==> config.mk <==
export PLATFORM = sky130hd
export DESIGN_NAME = core_wrap
export DESIGN_NICKNAME = d
export VERILOG_FILES = /design/src/rtl/wrap_pkg.sv /design/src/rtl/wrap_ctrl.sv /design/src/rtl/wrap_cell.sv /design/src/rtl/core_wrap.sv
export SDC_FILE = /design/constraint.sdc
export NUM_CORES = 1
export LEC_CHECK = 0
export CORE_MARGIN = 2
export CORE_UTILIZATION = 53
export CTS_BUF_LIST = sky130_fd_sc_hd__clkbuf_8
export CTS_CLUSTER_DIAMETER = 40
export DETAILED_ROUTE_END_ITERATION = 8
export DONT_BUFFER_PORTS = 1
export PLACE_DENSITY = 0.68
export SETUP_SLACK_MARGIN = 0.05
export SLEW_MARGIN = 20
export SYNTH_ARGS = -nofsm -noshare
export SYNTH_HDL_FRONTEND = slang
export SYNTH_SLANG_ARGS = --single-unit
==> constraint.sdc <==
create_clock -name clk -period 1.6 [get_ports clk]
set_input_delay 0.16 -clock clk [delete_from_list [all_inputs] [get_ports clk]]
set_output_delay 0.16 -clock clk [all_outputs]
set_load 0.005 [all_outputs]
==> src/rtl/wrap_pkg.sv <==
package wrap_pkg;
  localparam int IR_W = 2;

  typedef enum logic [IR_W-1:0] {
    MODE_FUNC = 2'b00,
    MODE_EXT  = 2'b01,
    MODE_INT  = 2'b10,
    MODE_BYP  = 2'b11
  } wmode_e;
endpackage

==> src/rtl/wrap_ctrl.sv <==
module wrap_ctrl
  import wrap_pkg::*;
(
  input  logic            clk,
  input  logic            rst,
  input  logic            wsi,
  input  logic            select_ir,
  input  logic            capture,
  input  logic            shift,
  input  logic            update,
  output wmode_e          instr,
  output logic [IR_W-1:0] ir_sh,
  output logic            byp_q
);
  always_ff @(posedge clk) begin
    if (rst) begin
      ir_sh <= '0;
      instr <= MODE_FUNC;
      byp_q <= 1'b0;
    end else if (select_ir) begin
      if (capture)
        ir_sh <= instr;
      else if (shift)
        ir_sh <= {wsi, ir_sh[IR_W-1:1]};
      if (update)
        instr <= wmode_e'(ir_sh);
    end else if (instr == MODE_BYP) begin
      if (capture)
        byp_q <= 1'b0;
      else if (shift)
        byp_q <= wsi;
    end
  end
endmodule

==> src/rtl/wrap_cell.sv <==
module wrap_cell (
  input  logic clk,
  input  logic rst,
  input  logic cap_en,
  input  logic shift_en,
  input  logic upd_en,
  input  logic cap_d,
  input  logic si,
  output logic q,
  output logic upd_q
);
  always_ff @(posedge clk) begin
    if (rst) begin
      q     <= 1'b0;
      upd_q <= 1'b0;
    end else begin
      if (cap_en)
        q <= cap_d;
      else if (shift_en)
        q <= si;
      if (upd_en)
        upd_q <= q;
    end
  end
endmodule

==> src/rtl/core_wrap.sv <==
module core_wrap
  import wrap_pkg::*;
#(
  parameter int N_IN  = 4,
  parameter int N_OUT = 4
) (
  input  logic             clk,
  input  logic             rst,
  input  logic             wsi,
  input  logic             select_ir,
  input  logic             capture,
  input  logic             shift,
  input  logic             update,
  output logic             wso,
  input  logic [N_IN-1:0]  host_in,
  output logic [N_IN-1:0]  core_in,
  input  logic [N_OUT-1:0] core_out,
  output logic [N_OUT-1:0] host_out
);
  localparam int N = N_IN + N_OUT;

  wmode_e          instr;
  logic [IR_W-1:0] ir_sh;
  logic            byp_q;
  logic [N-1:0]    cell_q;
  logic [N-1:0]    cell_upd;
  logic            dr_act;

  wrap_ctrl u_ctrl (
    .clk       (clk),
    .rst       (rst),
    .wsi       (wsi),
    .select_ir (select_ir),
    .capture   (capture),
    .shift     (shift),
    .update    (update),
    .instr     (instr),
    .ir_sh     (ir_sh),
    .byp_q     (byp_q)
  );

  assign dr_act = !select_ir && (instr != MODE_BYP);

  for (genvar k = 0; k < N; k++) begin : g_cell
    logic si_k;
    logic cap_k;
    if (k == 0) begin : g_first
      assign si_k = wsi;
    end else begin : g_next
      assign si_k = cell_q[k-1];
    end
    if (k < N_IN) begin : g_in
      assign cap_k = host_in[k];
    end else begin : g_out
      assign cap_k = core_out[k-N_IN];
    end
    wrap_cell u_cell (
      .clk      (clk),
      .rst      (rst),
      .cap_en   (dr_act && capture),
      .shift_en (dr_act && shift),
      .upd_en   (dr_act && update),
      .cap_d    (cap_k),
      .si       (si_k),
      .q        (cell_q[k]),
      .upd_q    (cell_upd[k])
    );
  end

  always_comb begin
    core_in  = (instr == MODE_INT) ? cell_upd[N_IN-1:0] : host_in;
    host_out = (instr == MODE_EXT) ? cell_upd[N-1:N_IN] : core_out;
    if (select_ir)
      wso = ir_sh[0];
    else if (instr == MODE_BYP)
      wso = byp_q;
    else
      wso = cell_q[N-1];
  end
endmodule

; ---- Yosys cells after proc, flatten, opt, wreduce, memory -nomap -nowiden
; Cells that the tools add are included.
; Widths: inputs -> output; s select.
[op_classes]
mux = 24
n_reduce_logical = 10
n_eq_ne = 4
bitwise = 1
[op_table]
columns = op, n
row1 = $mux 1, 20
row2 = $mux 4, 2
row3 = $eq 2x2->1 const B, 2
row4 = $logic_and 1x1->1, 4
row5 = $mux 2, 2
row6 = $reduce_and 2->1, 2
row7 = $reduce_bool 2->1, 2
row8 = $reduce_and 3->1, 1
row9 = $eq 2x1->1 const B, 1
row10 = $ne 2x2->1 const B, 1
row11 = $logic_not 1->1, 1
row12 = $not 1->1, 1
[word_totals]
output_inout_bits = 9
register_bits = 21
input_bits = 15

; ---- Logic depth before layout (Yosys ltp)
[depth]
word_depth = 5
depth_mapped = 6
ltp_nobuf = 3

; ---- Hierarchy
; Synthesis repeated with hierarchy kept, for this count alone.
[unflattened]
cells_unflattened = 108
area_unflattened_um2 = 1093.5
[modules_own_cells]
columns = module, seq_area_each_um2, cells_each, n_inst, area_each_um2
row1 = wrap_cell, 40.0, 8, 8, 86.3
row2 = wrap_ctrl, 100.1, 26, 1, 220.2
row3 = core_wrap, 0.0, 18, 1, 182.7

; ---- Worst setup path after synthesis
; OpenSTA, ideal clock, no wires.
[synth_path]
kind = register to output
startpoint = reg u_ctrl.instr[0]
endpoint = out host_out[0]
setup_slack_ns = 0.421
t_arrival_ns = 1.019
path_stages_with_launch = 3
cell_sequence = dfxtp_1 -> or2b_2 -> mux2_2
[synth_via]
elab_chain_cells = 2
[synth_lines]
columns = item, line_no
row1 = start: declaration, wrap_ctrl.sv:11  ; output wmode_e instr,
row2 = start signal: assignment, wrap_ctrl.sv:26  ; instr <= wmode_e'(ir_sh);
row3 = $eq 2x1->1, core_wrap.sv:72  ; host_out = (instr == MODE_EXT) ? cell_upd[N-1:N_IN] : core_out;
row4 = $mux 4, core_wrap.sv:72
row5 = end: declaration, core_wrap.sv:18  ; output logic [N_OUT-1:0] host_out
; Every way passes these cells.

; ---- Worst setup path in the final report
[layout_path]
startpoint = reg u_ctrl.instr[0]
endpoint = out host_out[1]
; Same word-level chain as after synthesis.

==> results.md <==
- Total Neg Setup Slack: 0 ps
- Clock latency on the worst-skew pair: 250 ps
- Layout area overhead: 4.96%
- Dpl hpwl: 1.53 mm
- Hold Path Class: in2reg
- Setup Crit Path Kind: reg2out
- Post-Syn Area: 1080 um2
- Cts bufs inserted: 3
- Routed length per instance: 14.9 um
- Minimum clock period: 1470 ps
- Unrepaired setup endpoints after global routing: false
- Pre-antenna DRT Iters: 4
- Main synth FF type: dfxtp_1
- Top-Level Pins: 24
- Syn Area/Cell: 8.75 um2
- # rows: 16
- Worst-path clk slew: 70 ps
- Max FO, Critical Path: 7
- Share of cells above drive strength 1: 0.238
- All-Layer GR Usage: 0.208
- Pleak: 0.421 nW
- WL final: 2.23 mm
- DIE AREA: 2420 um2
- Largest net degree at the start of global routing: 23
- DR DRC count: 0
- Library cells used by synthesis: 26
- Final hold vios: 0
- GPL Wtd Cong: 0.754
- Clock Tree Root: clkbuf_8
- Syn_nets: 139
- Max Cap Viol: 0
- Grt ovf: 0
- Dpl ws: 268 ps
- Via count: 850
- Final Total Pwr: 0.979 mW
- Power Dens Cells: 860 nW/um2
- Clock power share: 0.332
- Post-synth top area cell: dfxtp_1
- Starting Density: 0.559
- Worst EP required: 1440 ps
- Period utilization: 0.917
- Net Sw Frac: 0.221
- Clock Sinks: 21
- CTS tree: yes
- Top-area cell type share of the netlist area: 0.388
- Die Width: 49.2 um
- Synthesis-stage register bit count: 21
- Post-Syn Instances: 124
- ANT cells: 0
- Vias in the first global route: 846
- PortBufs: 0
- Crit start category: register
- Detailed Route Iter0 Violations: 9
- Initial antenna violation count: 0
- Share of power burned in registers: 0.570
- CTS Buffer Depth: 2
- Status: finished clean
- Ys Warns: 0
- Reg area: 423 um2
- Psw: 0.217 mW
- Hold slack final: 51.0 ps
- Actual slew at the worst max-slew pin: 455 ps
- Fin util: 0.586
- Top cells by count, synth: nand2_1 (22), dfxtp_1 (21), a21oi_1 (10)
- Multi-input gate area: 606 um2
- # setup viols final: 0
- FMAX: 682 MHz
- Height of the die: 49.2 um
- Vias per cell: 5.70
- Most frequent cell after synthesis: nand2_1
- CTS H-tree lvls: 1
- Worst Slack Setup Final: 134 ps
- Final ANT Viol Nets: 0
- Ys async rst share: 0
- First-pass GRT wire length: 4.00 mm
- Core area: 1940 um2
- Slew Viols, Final: 0
- Slew HR: 0.697
- Net count, final: 138
- CP arrival: 1310 ps
- Number of synthesized flops with an enable pin: 0
- # fillers: 195
- Clk_skew: 2.69 ps
- Power share of the combinational group: 0.098
- Sequential fraction of the synthesis area: 0.388
- Crit end category: output pin
- Pint: 0.762 mW
- Peak VDD IR: 0.654 mV
- Synth area leaders: dfxtp_1 (39%), mux2_2 (8.3%), nand2_1 (7.6%), a22o_1 (6.5%), a31o_2 (6.5%)
[logic make-up after synthesis]
logic type | after synthesis | share of synthesized area
AO/OA/AOI/OAI | 43 | 0.277
buffers and inverters | 10 | 0.0542
AND/OR/NAND/NOR | 40 | 0.180
multiplexers | 10 | 0.102
flip-flops | 21 | 0.388
[registers in the layout (all words and copies together) (netlist names)]
signal,cells
g_cell.u_cell.q,8
g_cell.u_cell.upd_q,8
u_ctrl.byp_q,1
u_ctrl.instr,2
u_ctrl.ir_sh,2
[stage by stage]
step	std cells	area [um2]
final	149	1140
after global routing	149	1140
after CTS	149	1140
after detailed placement	143	1070
after global placement	143	1070
after floorplan	124	1080
[cells in the final DEF, fill, tap and decap left out]
| master | Yosys | layout |
|---|---|---|
| nand2b_1 | 9 | 9 |
| inv_1 | 0 | 1 |
| inv_2 | 1 | 1 |
| mux2i_1 | 2 | 2 |
| o21ai_0 | 9 | 9 |
| buf_4 | 0 | 1 |
| and2_4 | 1 | 1 |
| a31o_2 | 8 | 8 |
| nand3_1 | 2 | 2 |
| o21a_1 | 1 | 1 |
| clkbuf_8 | 0 | 3 |
| a211oi_1 | 1 | 1 |
| dlygate4sd3_1 | 0 | 2 |
| a21oi_2 | 2 | 2 |
| nor2_1 | 2 | 2 |
| a311oi_1 | 1 | 1 |
| mux2_2 | 8 | 8 |
| o41ai_1 | 1 | 1 |
| and2_2 | 1 | 1 |
| dfxtp_1 | 21 | 19 |
| or2_2 | 1 | 1 |
| nand2_1 | 22 | 22 |
| or2b_2 | 1 | 1 |
| or2b_1 | 1 | 1 |
| o211ai_1 | 2 | 2 |
| a21oi_1 | 10 | 10 |
| a22o_1 | 8 | 8 |
| dfxtp_2 | 0 | 2 |
[layer usage]
metal	part of all wire	global-route usage	vias up	routed length, um
met5	0	0	-	0
met1	0.47	0.263	397	1050
met2	0.49	0.354	12	1100
met3	0.032	0.0613	2	72
li1	-	-	439	-
met4	0.0027	0.0333	0	6
[what timing repair did]
action	CTS	global route
endpoints found under the setup margin	0	8
buffers inserted	0	0
hold buffers	2	0
hold endpoints to repair	5	0
resized for setup	0	2
[cell type report]
class                      count  area share
tap                           27      0.0297
sequential                    21       0.371
inverter                       1     0.00330
multi-input combinational     93       0.532
timing repair buffer           3      0.0242
clock inverter                 1     0.00330
clock buffer                   3      0.0363
[final timing paths]
kind,from,endpoint,slack [ps],cells past startpoint
max,u_ctrl.instr[0],host_out[1],130,2
min,select_ir,u_ctrl.instr[0],50,2
max reg2reg,u_ctrl.instr[0],g_cell[0].u_cell.q,300,4
min reg2reg,u_ctrl.ir_sh[1],u_ctrl.instr[1],480,2
[power by group through the flow]
stage / Clock, mW / Sequential [mW] / Combinational (mW)
final: 0.325 / 0.558 / 0.0964
after global routing: 0.367 / 0.560 / 0.109
after CTS: 0.336 / 0.557 / 0.0975
after detailed placement: 0 / 0.569 / 0.0913
after global placement: 0 / 0.568 / 0.0911
after floorplan: 0 / 0.564 / 0.101
[critical path, cell delays in order, from the launching register on]
cell and delay, ps:
dfxtp_2 390, or2b_2 360, mux2_2 300
(Power assumes the default switching activity.)
